## src/rtl/rxDestFilterPkg.sv

```systemverilog
package rxDestFilterPkg;
  localparam int BYTE_W      = 8;
  localparam int ADDR_BYTES  = 6;
  localparam int ADDR_W      = BYTE_W * ADDR_BYTES;
  localparam int HASH_BITS   = 64;
  localparam int HASH_WORD_W = 32;
  localparam int HASH_WORDS  = HASH_BITS / HASH_WORD_W;
  localparam int IDX_W       = $clog2(HASH_BITS);
  localparam int CRC_W       = 32;
  localparam int CNT_W       = $clog2(ADDR_BYTES + 1);
  localparam int REG_AW      = 3;
  localparam int REG_DW      = 32;
  localparam logic [CRC_W-1:0] CRC_POLY = 32'hEDB8_8320;
  localparam logic [CRC_W-1:0] CRC_INIT = 32'hFFFF_FFFF;

  localparam int REG_MODE    = 0;
  localparam int REG_STA_LO  = 1;
  localparam int REG_STA_HI  = 2;
  localparam int REG_HASH_LO = 3;

  // promisc ends up at bit 0 of the packed struct
  typedef struct packed {
    logic bcastBlock;
    logic hashPerfect;
    logic passMulti;
    logic promisc;
  } modeBits_t;

  typedef struct packed {
    modeBits_t             mode;
    logic [ADDR_W-1:0]     station;
    logic [HASH_BITS-1:0]  hashTable;
  } filtCfg_t;

  typedef struct packed {
    logic             startFrame;
    logic             takeByte;
    logic             finalByte;
    logic [CNT_W-1:0] slot;
  } byteStrobe_t;

  function automatic logic [CRC_W-1:0] crcByte(input logic [CRC_W-1:0] c,
                                               input logic [BYTE_W-1:0] d);
    logic [CRC_W-1:0] r;
    r = c;
    for (int b = 0; b < BYTE_W; b++)
      r = (r >> 1) ^ ((r[0] ^ d[b]) ? CRC_POLY : '0);
    return r;
  endfunction
endpackage

```

## src/rtl/rxDestFilterRegs.sv

```systemverilog
module rxDestFilterRegs
  import rxDestFilterPkg::*;
(
  input  logic              clk,
  input  logic              rst,
  input  logic              regWe,
  input  logic [REG_AW-1:0] regAddr,
  input  logic [REG_DW-1:0] regWdata,
  output filtCfg_t          cfg
);
  modeBits_t            modeQ;
  logic [ADDR_W-1:0]    stationQ;
  logic [HASH_BITS-1:0] hashFlat;

  always_ff @(posedge clk) begin
    if (rst) begin
      modeQ    <= '0;
      stationQ <= '0;
    end else if (regWe) begin
      if (regAddr == REG_AW'(REG_MODE))
        modeQ <= modeBits_t'(regWdata[3:0]);
      if (regAddr == REG_AW'(REG_STA_LO))
        stationQ[REG_DW-1:0] <= regWdata;
      if (regAddr == REG_AW'(REG_STA_HI))
        stationQ[ADDR_W-1:REG_DW] <= regWdata[ADDR_W-REG_DW-1:0];
    end
  end

  for (genvar w = 0; w < HASH_WORDS; w++) begin : g_hash
    logic [HASH_WORD_W-1:0] wordQ;
    always_ff @(posedge clk) begin
      if (rst)
        wordQ <= '0;
      else if (regWe && regAddr == REG_AW'(REG_HASH_LO + w))
        wordQ <= regWdata[HASH_WORD_W-1:0];
    end
    assign hashFlat[w*HASH_WORD_W +: HASH_WORD_W] = wordQ;
  end

  assign cfg = '{mode: modeQ, station: stationQ, hashTable: hashFlat};
endmodule

```

## src/rtl/rxDestFilterCtrl.sv

```systemverilog
module rxDestFilterCtrl
  import rxDestFilterPkg::*;
(
  input  logic        clk,
  input  logic        rst,
  input  logic        inValid,
  input  logic        inSof,
  output byteStrobe_t strb
);
  logic [CNT_W-1:0] cntQ;   // bytes captured; ADDR_BYTES means idle

  always_comb begin
    strb = '0;
    if (inValid) begin
      if (inSof) begin
        strb.startFrame = 1'b1;
        strb.takeByte   = 1'b1;
        strb.slot       = '0;
        strb.finalByte  = (ADDR_BYTES == 1);
      end else if (cntQ < CNT_W'(ADDR_BYTES)) begin
        strb.takeByte  = 1'b1;
        strb.slot      = cntQ;
        strb.finalByte = (cntQ == CNT_W'(ADDR_BYTES - 1));
      end
    end
  end

  always_ff @(posedge clk) begin
    if (rst)
      cntQ <= CNT_W'(ADDR_BYTES);
    else if (strb.takeByte)
      cntQ <= strb.slot + CNT_W'(1);
  end
endmodule

```

## src/rtl/rxDestFilterDp.sv

```systemverilog
module rxDestFilterDp
  import rxDestFilterPkg::*;
(
  input  logic              clk,
  input  logic              rst,
  input  byteStrobe_t       strb,
  input  logic [BYTE_W-1:0] inByte,
  input  filtCfg_t          cfg,
  output logic              verdictValid,
  output logic              verdictAccept
);
  logic [CRC_W-1:0]  crcQ, crcBase, crcNext;
  logic [ADDR_W-1:0] fullAddr;
  logic [IDX_W-1:0]  hashIdx;
  logic hashHit, isMulti, isBcast, stationHit, acceptNow;

  assign crcBase = strb.startFrame ? CRC_INIT : crcQ;
  assign crcNext = crcByte(crcBase, inByte);

  always_ff @(posedge clk) begin
    if (rst)
      crcQ <= CRC_INIT;
    else if (strb.takeByte)
      crcQ <= crcNext;
  end

  // the last address byte is used straight from the bus, never stored
  for (genvar k = 0; k < ADDR_BYTES; k++) begin : g_addr
    if (k < ADDR_BYTES - 1) begin : g_store
      logic [BYTE_W-1:0] byteQ;
      always_ff @(posedge clk) begin
        if (rst)
          byteQ <= '0;
        else if (strb.takeByte && strb.slot == CNT_W'(k))
          byteQ <= inByte;
      end
      assign fullAddr[k*BYTE_W +: BYTE_W] = byteQ;
    end else begin : g_live
      assign fullAddr[k*BYTE_W +: BYTE_W] = inByte;
    end
  end

  assign hashIdx    = crcNext[CRC_W-1 -: IDX_W];
  assign hashHit    = cfg.hashTable[hashIdx];
  assign isMulti    = fullAddr[0];
  assign isBcast    = &fullAddr;
  assign stationHit = (fullAddr == cfg.station);

  always_comb begin
    if (cfg.mode.promisc)
      acceptNow = 1'b1;
    else if (isBcast)
      acceptNow = !cfg.mode.bcastBlock;
    else if (isMulti)
      acceptNow = cfg.mode.passMulti || (cfg.mode.hashPerfect && hashHit);
    else
      acceptNow = stationHit;
  end

  always_ff @(posedge clk) begin
    if (rst) begin
      verdictValid  <= 1'b0;
      verdictAccept <= 1'b0;
    end else if (strb.finalByte) begin
      verdictValid  <= 1'b1;
      verdictAccept <= acceptNow;
    end else if (strb.startFrame) begin
      verdictValid  <= 1'b0;
      verdictAccept <= 1'b0;
    end
  end
endmodule

```

## src/rtl/rxDestFilter.sv

```systemverilog
module rxDestFilter
  import rxDestFilterPkg::*;
(
  input  logic        clk,
  input  logic        rst,
  input  logic        regWe,
  input  logic [2:0]  regAddr,
  input  logic [31:0] regWdata,
  input  logic        inValid,
  input  logic        inSof,
  input  logic [7:0]  inByte,
  output logic        verdictValid,
  output logic        verdictAccept
);
  filtCfg_t    cfg;
  byteStrobe_t strb;

  rxDestFilterRegs u_regs (
    .clk(clk), .rst(rst), .regWe(regWe), .regAddr(regAddr),
    .regWdata(regWdata), .cfg(cfg)
  );

  rxDestFilterCtrl u_ctrl (
    .clk(clk), .rst(rst), .inValid(inValid), .inSof(inSof), .strb(strb)
  );

  rxDestFilterDp u_dp (
    .clk(clk), .rst(rst), .strb(strb), .inByte(inByte), .cfg(cfg),
    .verdictValid(verdictValid), .verdictAccept(verdictAccept)
  );
endmodule

```

## config.mk

```make
export PLATFORM = sky130hd
export DESIGN_NAME = rxDestFilter
export DESIGN_NICKNAME = d
export VERILOG_FILES = /design/src/rtl/rxDestFilterPkg.sv /design/src/rtl/rxDestFilterRegs.sv /design/src/rtl/rxDestFilterCtrl.sv /design/src/rtl/rxDestFilterDp.sv /design/src/rtl/rxDestFilter.sv
export SDC_FILE = /design/constraint.sdc
export NUM_CORES = 1
export LEC_CHECK = 0
export ABC_AREA = 1
export BUFFER_PORTS_ARGS = -buffer_cell sky130_fd_sc_hd__buf_2
export CORE_MARGIN = 3
export CORE_UTILIZATION = 66
export CTS_CLUSTER_SIZE = 20
export DETAILED_ROUTE_END_ITERATION = 7
export HOLD_SLACK_MARGIN = 0.05
export MAX_ROUTING_LAYER = met4
export PLACE_DENSITY = 0.85
export SYNTH_ARGS = -nofsm -noshare
export SYNTH_HDL_FRONTEND = slang
export SYNTH_HIERARCHICAL = 1
export SYNTH_SLANG_ARGS = --single-unit
```

## constraint.sdc

```tcl
create_clock -name clk -period 6.3 [get_ports clk]
set_clock_uncertainty 0.2 [all_clocks]
set_input_delay 0.63 -clock clk [delete_from_list [all_inputs] [get_ports clk]]
set_output_delay 0.63 -clock clk [all_outputs]
set_load 0.1 [all_outputs]
```

After elaboration in Yosys (flattened, before gate mapping). Cells that the tools add are included.

Flip-flop bits (word level): 193. Latch bits: 0. Memory bits (writable): 0. Memory bits (read-only): 0. Bits of input ports: 48. Memories: 0.

$add $sub $neg: 1. Multiply operators: 0. Divide/modulo/power cells: 0. Magnitude comparators: 2. Equal/unequal tests: 10. Shifts and indexed selects: 0. Mux-type cells: 21. Bitwise gates (word level): 16. Reductions and logical operators: 17.

Operator list (count): $mux W32 (9); $xor A31 B32 Y32 (8); $eq A48 B48 Y1 (1); $reduce_and A48 Y1 (1); $eq A3 B2 Y1 const B (4); $mux W5 (2); $eq A3 B3 Y1 const B (3); $logic_and A1 B1 Y1 (8); $mux W1 (8); $xor A1 B1 Y1 (8); $lt A6 B7 Y1 const B (1); $bmux W1 S6 (1); $eq A3 B1 Y1 const B (2); $logic_not A3 Y1 (2); $mux W6 (1); $reduce_and A2 Y1 (3); $add A3 B1 Y3 const B (1); $lt A3 B3 Y1 const B (1); $reduce_bool A2 Y1 (1); $logic_not A1 Y1 (1); $logic_or A1 B1 Y1 (1).

Longest topological paths before layout. Gate-level depths: netlist (run 1).

Word-level depth: 37. Gate-level depth with buffers: 26. Mapped depth without buffers: 25.

Modules after synthesis. The synthesis (run 1) kept the hierarchy.

Modules (own cells, without submodules): rxDestFilterDp (instances 1, cells each 752, area each 4963.5 sq um, sequential area each 1481.4 sq um); rxDestFilterRegs (instances 1, cells each 678, area each 4735.8 sq um, sequential area each 2322.2 sq um); rxDestFilterCtrl (instances 1, cells each 37, area each 222.7 sq um, sequential area each 60.1 sq um).

Least setup slack after synthesis (run 1). No wires, ideal clock.

Kind: input-to-reg. Start point: in inSof. End point: reg u_dp.verdictAccept. Library setup time: 70 ps. Data arrival time: 2768 ps. Data required time: 6030 ps. Path slack: 3262 ps. Stages: 25. Cell sequence: nand2_1 > inv_1 > buf_4 > nor2_1 > nand2_2 > nand2_4 > inv_2 > nand2_1 > nand2_4 > nand2_1 > nand2_1 > nand2_4 > buf_2 > nand3_1 > nand3_1 > nand3_1 > nand3_1 > nand2_1 > nand2_1 > nand3_1 > o21bai_1 > nand2_1 > nand2_1 > nand2_1 > a21oi_1.

RTL lines: from (decl) (RTL line rxDestFilter.sv:10) `input logic inSof,`; to (signal assigned) (RTL line rxDestFilterDp.sv:66) `verdictAccept <= acceptNow;`; to (decl) (RTL line rxDestFilterDp.sv:10) `output logic verdictAccept`.

==> flow_summary_export.csv, run 1 <==
group,metric,value,unit
outcome,status,"finished clean",
critical_path,crit_top_cell,"nand2_1",
placed_design,portBuffers,49,
global_routing,grt_pass1_wl,43300,um
route,wl_per_cell,16.7,um
floorplanning,fp.dieW,129,um
pwr,power_frac_seq,0.417,
job,maxCapViolations,0,
floorplanning,chipHeight,129,um
critical_path,path_buf_inv,5,
route,routed_via_density,5.84,
critical_path,worstPathArrival,4350,ps
clock_tree,clk_pin_slew_worst_paths,70,ps
critical_path,worstPathRequired,6480,ps
critical_path,worstPathMaxFanout,34,
layout,nNetsFinal,1515,
global_routing,grt-ovfl-total,0,
synth,synth_flop_cell,"dfxtp_1",
synth,netlist_area,9920,um2
synth,syn-instance-count,1467,
pwr,power.internal,2.16,mW
floorplanning,core-area,14600,um2
floorplanning,io_pins,50,
synth,async_flop_share,0,
layout,diodes,0,
clock_tree,cts_buffer_depth,2,
sta,max_freq,240,MHz
critical_path,crit_type,"input pin to flip-flop",
route,drtIter0Drc,1582,
sta,fin_crit_sh,0.662,
floorplanning,rows,44,
clock_tree,clock_latency,440,ps
global_routing,antenna_found_initial,0,
clock_tree,cts_sinks,193,
synth,synth_top_family_by_area,"simple AND/OR/NAND/NOR gates",
placed_design,dp_cells,1631,
global_routing,grt_usage,0.342,
route,firstDrtPassIters,6,
synth,synth.top_cells.by_area,"dfxtp_1 (39%), nor2_1 (11%), nand3_1 (11%), nand2_1 (10%), inv_1 (4.1%)",
route,drcViolationCount,0,
floorplanning,initial_core_util,0.678,
floorplanning,die-area,16500,um2
sta,min_period,4170,ps
synth,ys_types,38,
pwr,ir_worst_vdd,0.225,mV
synth,synth_top_area_share,0.389,
critical_path,critical_path.top_delay_family,"simple AND/OR/NAND/NOR gates",
synth,yosysWarnings,6,
synth,ys_top_cells_by_count,"nor2_1 (279), nand2_1 (274), nand3_1 (209), dfxtp_1 (193), inv_1 (109)",
pwr,power.switching,1.08,mW
sta,fin_tns_setup,0,ps
route,drt-total-wl,27800,um
clock_tree,cts.repair.resized,0,
pwr,p_total,3.23,mW
synth,syn_nets,1516,
pwr,cellPowerDensity,304,nW/um2
critical_path,cp-end-kind,"flip-flop",
pwr,clockPowerShare,0.345,
sta,tightest_slew,1200,ps
synth,synth_edf_count,0,
clock_tree,cts_hold_buf,0,
sta,rsz0062_at_grt,"no",
min_path,min_path_type,"flip-flop to flip-flop",
critical_path,startpoint_type,"input pin",
clock_tree,cts_made_buffers,17,
synth,synth-simple-area-share,0.361,
clock_tree,cts_setup_buffers,0,
critical_path,cpPeakStageDelay,420,ps
synth,synth_compound_area_frac,0.103,
layout,drive_gt1_frac,0.0987,
synth,muxShareOfSynthArea,0,
placed_design,hpwlAfterDp,19000,um
clock_tree,cts_max_level,4,
synth,yosysTopAreaCell,"dfxtp_1",
synth,synth.avg_cell_area,6.76,um2
global_routing,grt_max_degree,74,
pwr,p_comb_frac,0.239,
pwr,power_leakage,4.61,nW
synth,ys_seq_area_frac,0.389,
route,drtAntennaViolNets,0,
global_routing,grt_pass1_vias,8319,
synth,yosysMostFrequentCell,"nor2_1",
route,num_vias,9709,
clock_tree,cts-root-buf,"clkbuf_16",
clock_tree,cts_tree,"done",
synth,synthXorXnorAreaFrac,0.0537,
placed_design,place_congestion,0.987,
critical_path,cpMaxStageDelayCell,"inv_1",
synth,ys_ff_latch,193,
sta,setup_ws,2130,ps
placed_design,post-place-ws,1840,ps
layout,area_delta_synth_final,7.17,%
sta,finalHoldViolCount,0,
sta,relSlewSlack,0.194,
pwr,switching_share,0.333,
layout,finalNonFillerCells,1663,
synth,synth_fa_ha_area_frac,0.00126,
sta,drv_slew,0,
sta,setup_viol,0,
[layer usage]
metal,vias to the layer above,track usage,part of all wire
met1,4469,0.466,0.42
met2,448,0.525,0.46
met5,-,-,0
met4,0,0.0994,0.025
li1,4738,-,-
met3,54,0.0598,0.087
[kinds of logic after synthesis]
| family | after synthesis |
|---|---|
| XOR/XNOR | 57 |
| adder cells (fa/ha/maj) | 1 |
| AND/OR/NAND/NOR | 826 |
| flip-flops | 193 |
| buffers and inverters | 202 |
| AO/OA/AOI/OAI | 188 |
[final timing paths]
kind,to,slack [ps],from,depth (start not counted)
min,u_dp/verdictValid,260,u_dp/verdictValid,2
max reg2reg,u_dp/verdictAccept,2800,u_dp/crcQ[0],21
max,u_dp/verdictAccept,2130,inSof,26
min reg2reg,u_dp/verdictValid,260,u_dp/verdictValid,2
[worst min-delay path, stage by stage, from the launching register on]
cell     delay (ps)
dfxtp_1         310
nand2_1          60
a21oi_1          50
[cells in the final DEF (no fill, tap or decap), types with 4 or more instances in the layout]
| cell type | count |
|---|---|
| nand4_1 | 15 |
| nor4_1 | 8 |
| nand2_2 | 20 |
| inv_1 | 109 |
| o2111ai_1 | 4 |
| nand3_1 | 209 |
| o21ai_0 | 76 |
| nor2_1 | 278 |
| dfxtp_1 | 193 |
| a221oi_1 | 4 |
| inv_6 | 7 |
| xor2_1 | 34 |
| buf_2 | 49 |
| buf_4 | 7 |
| a21oi_1 | 77 |
| o211ai_1 | 7 |
| nor2_2 | 4 |
| o21ai_1 | 4 |
| inv_2 | 16 |
| clkbuf_16 | 17 |
| xnor2_1 | 20 |
| o22ai_1 | 9 |
| nor2_4 | 8 |
| nand2_4 | 4 |
| nand2_1 | 274 |
[power by group through the flow]
stage / logic, mW / registers, mW / clock network, mW
after detailed placement: 0.742 / 1.37 / 0
after global routing: 0.847 / 1.35 / 1.17
final: 0.772 / 1.35 / 1.11
after global placement: 0.730 / 1.37 / 0
after CTS: 0.754 / 1.34 / 1.11
after floorplan: 0.609 / 1.35 / 0
[flip-flops by register name (all words and copies together), names as in the netlist]
name,count
u_ctrl/cntQ,3
u_dp/verdictAccept,1
u_regs/stationQ,48
u_dp/verdictValid,1
u_regs/cfg,4
u_regs/g_hash.wordQ,64
u_dp/crcQ,32
u_dp/g_addr.g_store.byteQ,40
[layout make-up]
cell class	instances	area [um2]
Inverter	126	474
Tap cell	184	230
Sequential cell	193	3860
Timing Repair Buffer	56	298
Clock inverter	13	161
Fill cell	1272	4010
Multi-Input combinational cell	1072	5160
Clock buffer	19	443
[metrics by stage]
| step | hold slack [ps] | utilization | area [um2] |
|---|---|---|---|
| floorplan | 241 | - | 9920 |
| global placement | 251 | 0.685 | 10000 |
| detailed placement | 255 | 0.685 | 10000 |
| CTS | 264 | 0.726 | 10600 |
| global route | 288 | 0.726 | 10600 |
| finish | 261 | 0.726 | 10600 |
Note: power is estimated with default switching activity, not from simulation.
==> run 2, diff against run 1 <==
--- a/config.mk
+++ b/config.mk
@@ -5,15 +5,15 @@
 export SDC_FILE = /design/constraint.sdc
 export NUM_CORES = 1
 export LEC_CHECK = 0
-export ABC_AREA = 1
+export ABC_AREA = 0
 export BUFFER_PORTS_ARGS = -buffer_cell sky130_fd_sc_hd__buf_2
 export CORE_MARGIN = 3
-export CORE_UTILIZATION = 66
+export CORE_UTILIZATION = 62
 export CTS_CLUSTER_SIZE = 20
 export DETAILED_ROUTE_END_ITERATION = 7
 export HOLD_SLACK_MARGIN = 0.05
 export MAX_ROUTING_LAYER = met4
-export PLACE_DENSITY = 0.85
+export PLACE_DENSITY = 0.8
 export SYNTH_ARGS = -nofsm -noshare
 export SYNTH_HDL_FRONTEND = slang
 export SYNTH_HIERARCHICAL = 1
==> constraint.sdc (replaced) <==
create_clock -name clk -period 4.01 [get_ports clk]
set_clock_uncertainty 0.2 [all_clocks]
set_input_delay 0.401 -clock clk [delete_from_list [all_inputs] [get_ports clk]]
set_output_delay 0.401 -clock clk [all_outputs]
set_load 0.1 [all_outputs]
==> flow_summary_export.csv, run 2 <==
group,metric,value,unit
sta,rsz0062_at_grt,"no",
floorplanning,io_pins,50,
critical_path,rrSetupSlack,650,ps
layout,reg_top3,"u_regs/g_hash.wordQ x64, u_regs/stationQ x48, u_dp/g_addr.g_store.byteQ x40",
placed_design,dp_cells,1305,
clock_tree,clk_pin_slew_worst_paths,80,ps
floorplanning,core-area,15900,um2
route,num_vias,7699,
global_routing,grt_max_degree,86,
layout,nNetsFinal,1157,
layout,diodes,0,
placed_design,portBuffers,49,
sta,setup_viol,0,
sta,min_period,3360,ps
synth,ys_types,73,
route,drtAntennaViolNets,0,
clock_tree,clock_latency,440,ps
synth,syn-instance-count,1082,
layout,area_delta_synth_final,9.71,%
placed_design,hpwlAfterDp,18600,um
sta,max_freq,297,MHz
layout,layout_common_cells,"dfxtp_1 (193), nand2b_1 (151), mux2i_1 (137)",
synth,ys_ff_latch,193,
sta,relSlewSlack,0.339,
clock_tree,cts-root-buf,"clkbuf_16",
clock_tree,cts_tree,"done",
sta,fin_crit_sh,0.839,
pwr,power_leakage,4.45,nW
global_routing,grt-ovfl-total,0,
critical_path,crit_type,"flip-flop to flip-flop",
sta,tightest_slew,988,ps
sta,drv_slew,0,
sta,finalHoldViolCount,0,
clock_tree,cts_buffer_depth,2,
synth,ys_seq_area_frac,0.382,
clock_tree,cts_sinks,193,
floorplanning,chipHeight,134,um
pwr,p_total,5.67,mW
synth,synth_flop_cell,"dfxtp_1",
pwr,ir_worst_vdd,0.354,mV
synth,synth_edf_count,0,
outcome,status,"finished clean",
synth,yosysTopAreaCell,"dfxtp_1",
synth,yosysMostFrequentCell,"dfxtp_1",
sta,holdWs,93.2,ps
clock_tree,cts_max_level,4,
global_routing,grt_usage,0.303,
floorplanning,rows,46,
layout,finalNonFillerCells,1337,
route,drtIter0Drc,695,
clock_tree,cts_made_buffers,17,
layout,drive_gt1_frac,0.150,
synth,synth_top_area_share,0.382,
clock_tree,cts.repair.resized,0,
floorplanning,initial_core_util,0.634,
critical_path,worstPathArrival,3500,ps
synth,async_flop_share,0,
pwr,cellPowerDensity,511,nW/um2
route,firstDrtPassIters,5,
synth,ys_top_cells_by_count,"dfxtp_1 (193), nand2b_1 (151), mux2i_1 (137), xnor2_1 (106), nor2_1 (89)",
route,drt-total-wl,26200,um
critical_path,cp-end-kind,"flip-flop",
clock_tree,cts_setup_buffers,0,
global_routing,grt_pass1_wl,40800,um
job,maxCapViolations,0,
clock_tree,cts_hold_buf,0,
global_routing,grt_pass1_vias,7222,
critical_path,startpoint_type,"flip-flop",
synth,syn_nets,1131,
placed_design,place_congestion,0.918,
synth,synth.avg_cell_area,9.34,um2
critical_path,worstPathRequired,4140,ps
floorplanning,die-area,17900,um2
sta,fin_tns_setup,0,ps
layout,layout_commonest_cell,"dfxtp_1",
floorplanning,fp.dieW,134,um
route,drcViolationCount,0,
route,wl_per_cell,19.6,um
critical_path,worstPathMaxFanout,9,
route,routed_via_density,5.76,
synth,synth.top_cells.by_area,"dfxtp_1 (38%), mux2i_1 (14%), nand2b_1 (9.3%), xnor2_1 (9.2%), nor2_1 (3.3%)",
min_path,min_path_type,"input pin to flip-flop",
global_routing,antenna_found_initial,0,
layout,largest_register,"u_regs/g_hash.wordQ",
synth,yosysWarnings,6,
synth,netlist_area,10100,um2
layout,largest_reg_flops,64,
[run 2: cell count changes in the layout (fill, tap and decap cells not counted), sizes merged, moves of 25 or more]
cell | before | now
o21ai | 80 | 7
inv | 134 | 17
nand2 | 298 | 60
buf | 56 | 81
nand3 | 210 | 9
or2 | 1 | 31
nor2 | 290 | 92
xnor2 | 20 | 111
nand2b | 0 | 151
mux2i | 0 | 137
[run 2: metrics by stage]
stage                      util  setup WS (ps)  area (um2)
after floorplan               -            696       10100
after global placement    0.659            327       10500
after detailed placement  0.659            295       10500
after CTS                 0.695            662       11100
after global routing      0.695            457       11100
final                     0.695            645       11100
[run 2: layout make-up]
| class | instances | area [um2] |
|---|---|---|
| Multi-Input combinational cell | 806 | 5840 |
| Fill cell | 1260 | 4850 |
| Sequential cell | 193 | 3860 |
| Timing Repair Buffer | 81 | 488 |
| Clock buffer | 17 | 425 |
| Tap cell | 216 | 270 |
| Clock inverter | 15 | 164 |
| Inverter | 9 | 33.8 |
[run 2: path summary, 6_finish.rpt]
path                   start                          to  cells past startpoint
max             u_dp/crcQ[3]          u_dp/verdictAccept                     10
min             regWdata[17]  u_regs/g_hash[1].wordQ[17]                      3
max reg2reg     u_dp/crcQ[3]          u_dp/verdictAccept                     10
min reg2reg  u_regs/cfg[112]             u_regs/cfg[112]                      2
[run 2: cells by family after synthesis]
| family | after synthesis | share of synthesized area |
|---|---|---|
| and+or+nand+nor | 408 | 0.220 |
| DFF | 193 | 0.382 |
| muxes | 143 | 0.147 |
| xor gates and xnor gates | 137 | 0.133 |
| AOI/OAI and AO/OA | 117 | 0.0764 |
| buffers and inverters | 83 | 0.0402 |
| adders and majority gates | 1 | 0.00124 |
[run 2: power by group]
| part | internal [mW] | switching, mW | leakage (nW) | total, mW |
|---|---|---|---|---|
| Clock | 0.839 | 0.853 | 0.288 | 1.69 |
| Sequential | 2.03 | 0.0952 | 1.57 | 2.12 |
| Combinational | 0.826 | 1.03 | 2.59 | 1.86 |
[run 2: worst max-delay path, cell delays in order, from the launching register on]
cell,delay (ps)
dfxtp_1,570
xnor2_2,170
nor2_2,80
xnor2_4,350
xnor3_2,640
buf_4,230
a221oi_1,290
nor2_1,110
a311o_1,360
nor3_1,160
nor3_1,80
[run 2: routing by layer]
layer  routed length (um)  vias up  part of all wire  GRT usage
li1                     -     3725                 -          -
met1                11700     3660              0.45      0.403
met2                12200      263              0.47      0.467
met3                 1690       51             0.065     0.0642
met4                  641        0             0.024     0.0903
met5                    0        -                 0          -
==> run 3, diff against run 2 <==
--- a/config.mk
+++ b/config.mk
@@ -5,7 +5,7 @@
 export SDC_FILE = /design/constraint.sdc
 export NUM_CORES = 1
 export LEC_CHECK = 0
-export ABC_AREA = 0
+export ABC_AREA = 1
 export BUFFER_PORTS_ARGS = -buffer_cell sky130_fd_sc_hd__buf_2
 export CORE_MARGIN = 3
 export CORE_UTILIZATION = 62
@@ -13,7 +13,7 @@
 export DETAILED_ROUTE_END_ITERATION = 7
 export HOLD_SLACK_MARGIN = 0.05
 export MAX_ROUTING_LAYER = met4
-export PLACE_DENSITY = 0.8
+export PLACE_DENSITY = 0.81
 export SYNTH_ARGS = -nofsm -noshare
 export SYNTH_HDL_FRONTEND = slang
 export SYNTH_HIERARCHICAL = 1
==> constraint.sdc (replaced) <==
create_clock -name clk -period 3.3 [get_ports clk]
set_clock_uncertainty 0.2 [all_clocks]
set_input_delay 0.33 -clock clk [delete_from_list [all_inputs] [get_ports clk]]
set_output_delay 0.33 -clock clk [all_outputs]
set_load 0.1 [all_outputs]
==> flow_summary_export.csv, run 3 (synthesis gave the netlist of run 1 again) <==
group,metric,value,unit
placed_design,post-place-ws,5.86,ps
global_routing,grt_pass1_wl,45000,um
layout,drive_gt1_frac,0.111,
pwr,power_leakage,4.72,nW
critical_path,r2r_start,"u_dp/crcQ[0]",
critical_path,crit_chain,"dlygate4sd3_1, buf_2, inv_1, o21ai_1, nand2_2, nand2_1, nand2_2, nand2_1, nand2_2, nand2_4, nand2_4, buf_12, nand2_1, nand3_1, nand3_1, nand3_1, nand2_1, nand2_1, nand3_1, o21bai_1, nand2_1, nand2_1, nand2_1, a21oi_1",
global_routing,use_met1,0.435,
route,num_vias,9805,
layout,largest_reg_flops,64,
pwr,power.internal,4.26,mW
floorplanning,initial_core_util,0.643,
pwr,cellPowerDensity,580,nW/um2
global_routing,antenna_found_initial,0,
layout,final_core_util,0.706,
sta,setup_viol,0,
critical_path,worstPathMaxFanout,16,
route,wl_per_cell,16.3,um
critical_path,critical_path_depth,24,
pwr,p_total,6.32,mW
critical_path,cpMaxStageDelayCell,"dlygate4sd3_1",
layout,largest_register,"u_regs/g_hash.wordQ",
floorplanning,die-area,17600,um2
critical_path,rrSetupSlack,300,ps
clock_tree,cts_sinks,193,
min_path,min_path_type,"input pin to flip-flop",
critical_path,cp-endpoint,"u_dp/verdictAccept",
route,drt-total-wl,28000,um
sta,min_period,3070,ps
global_routing,met3_usage,0.0597,
layout,layout_commonest_cell,"nor2_1",
route,firstDrtPassIters,6,
sta,relSlewSlack,0.275,
placed_design,dp_cells,1679,
global_routing,grt_usage,0.325,
critical_path,worstSetupStartpoint,"inByte[3]",
critical_path,startpoint_type,"input pin",
floorplanning,io_pins,50,
sta,drv_slew,0,
layout,nNetsFinal,1537,
sta,setup_ws,226,ps
critical_path,timing.rr.end,"u_dp/verdictAccept",
global_routing,grt_max_degree,72,
floorplanning,core-area,15400,um2
placed_design,portBuffers,49,
critical_path,worstPathRequired,3460,ps
critical_path,cp-end-kind,"flip-flop",
route,drtAntennaViolNets,0,
outcome,status,"finished clean",
clock_tree,clk_pin_slew_worst_paths,70,ps
clock_tree,cts_made_buffers,17,
layout,layout_common_cells,"nor2_1 (278), nand2_1 (274), nand3_1 (209)",
global_routing,grt_use_met2,0.499,
clock_tree,clock_latency,430,ps
clock_tree,cts_setup_buffers,0,
route,routed_via_density,5.73,
route,drtIter0Drc,1229,
sta,fin_tns_setup,0,ps
clock_tree,cts-root-buf,"clkbuf_16",
critical_path,cpPeakStageDelay,530,ps
sta,holdWs,71.6,ps
layout,diodes,0,
global_routing,grt_pass1_vias,8782,
layout,fillers,1369,
global_routing,grt_busiest_layer,"met2",
layout,final_area,10900,um2
placed_design,hpwlAfterDp,19300,um
clock_tree,cts_max_level,4,
critical_path,worstPathArrival,3230,ps
global_routing,grt-ovfl-total,0,
clock_tree,cts_tree,"done",
pwr,clockPowerShare,0.344,
sta,max_freq,325,MHz
pwr,power_frac_seq,0.406,
floorplanning,rows,45,
pwr,p_comb_frac,0.251,
sta,tightest_slew,1090,ps
critical_path,path_buf_inv,4,
critical_path,critical_path.top_delay_family,"simple AND/OR/NAND/NOR gates",
placed_design,place_congestion,0.964,
layout,finalNonFillerCells,1712,
layout,area_delta_synth_final,9.80,%
clock_tree,cts_buffer_depth,2,
placed_design,place_area,10300,um2
floorplanning,fp.dieW,133,um
critical_path,crit_type,"input pin to flip-flop",
pwr,power.switching,2.06,mW
floorplanning,chipHeight,133,um
critical_path,reg2regPathDepth,22,
pwr,ir_worst_vdd,0.410,mV
sta,rsz0062_at_grt,"no",
pwr,switching_share,0.326,
route,drcViolationCount,0,
critical_path,crit_top_cell,"nand2_1",
job,maxCapViolations,0,
layout,reg_top3,"u_regs/g_hash.wordQ x64, u_regs/stationQ x48, u_dp/g_addr.g_store.byteQ x40",
sta,fin_crit_sh,0.931,
sta,finalHoldViolCount,0,
run 3: cell count changes in the layout (fill, tap and decap cells not counted), moves of 100 or more:
cell	previous run	this run
inv_1	9	109
nand2b_1	151	0
nand2_1	60	274
nor2_1	89	278
mux2i_1	137	0
nand3_1	9	209
run 3: power by group through the flow:
stage                     clock, mW  sequential, mW  combinational [mW]
after floorplan                   0            2.58                1.16
after global placement            0            2.61                1.50
after detailed placement          0            2.61                1.53
after CTS                      2.19            2.56                1.55
after global routing           2.28            2.58                1.75
final                          2.17            2.56                1.59
run 3: final cells by class:
type	count	area [um2]	area share
clock buffers	19	443	0.0407
flip-flops and latches	193	3860	0.355
multi-input cells	1072	5160	0.474
well taps	211	264	0.0242
repair buffers	78	510	0.0469
clock inverters	13	175	0.0161
inverters	126	474	0.0435
run 3: per-layer routing:
metal  vias up  part of all wire
met5         -                 0
met4         0             0.025
met3        54             0.085
met2       449              0.47
met1      4516              0.42
li1       4786                 -
run 3: worst reg2reg max path: stages, from the launching register on:
cell	delay (ps)
dfxtp_1	340
o21ai_0	310
nand2_4	90
inv_2	90
nand2_1	70
nand2_2	140
nand2_1	110
nand2_1	140
nand2_4	80
nand2_4	150
buf_12	160
nand2_1	50
nand3_1	60
nand3_1	90
nand3_1	110
nand2_1	70
nand2_1	70
nand3_1	60
o21bai_1	210
nand2_1	70
nand2_1	60
nand2_1	50
a21oi_1	130
run 3: worst min-delay path by stage:
stage,startpoint,end,cells past startpoint
finish,regWdata[28],u_regs/g_hash[0].wordQ[28],5
global route,regWdata[28],u_regs/g_hash[1].wordQ[28],5
CTS,regWdata[29],u_regs/g_hash[0].wordQ[29],5
detailed placement,u_dp/crcQ[25],u_dp/crcQ[25],2
global placement,u_dp/verdictValid,u_dp/verdictValid,2
floorplan,u_dp/crcQ[13],u_dp/crcQ[13],2
run 3: timing repair:
| action | CTS | global route |
|---|---|---|
| endpoints found under the hold margin | 2 | 0 |
| setup endpoints to repair | 0 | 1 |
| resized for setup | 0 | 2 |
| hold buffers | 1 | 0 |
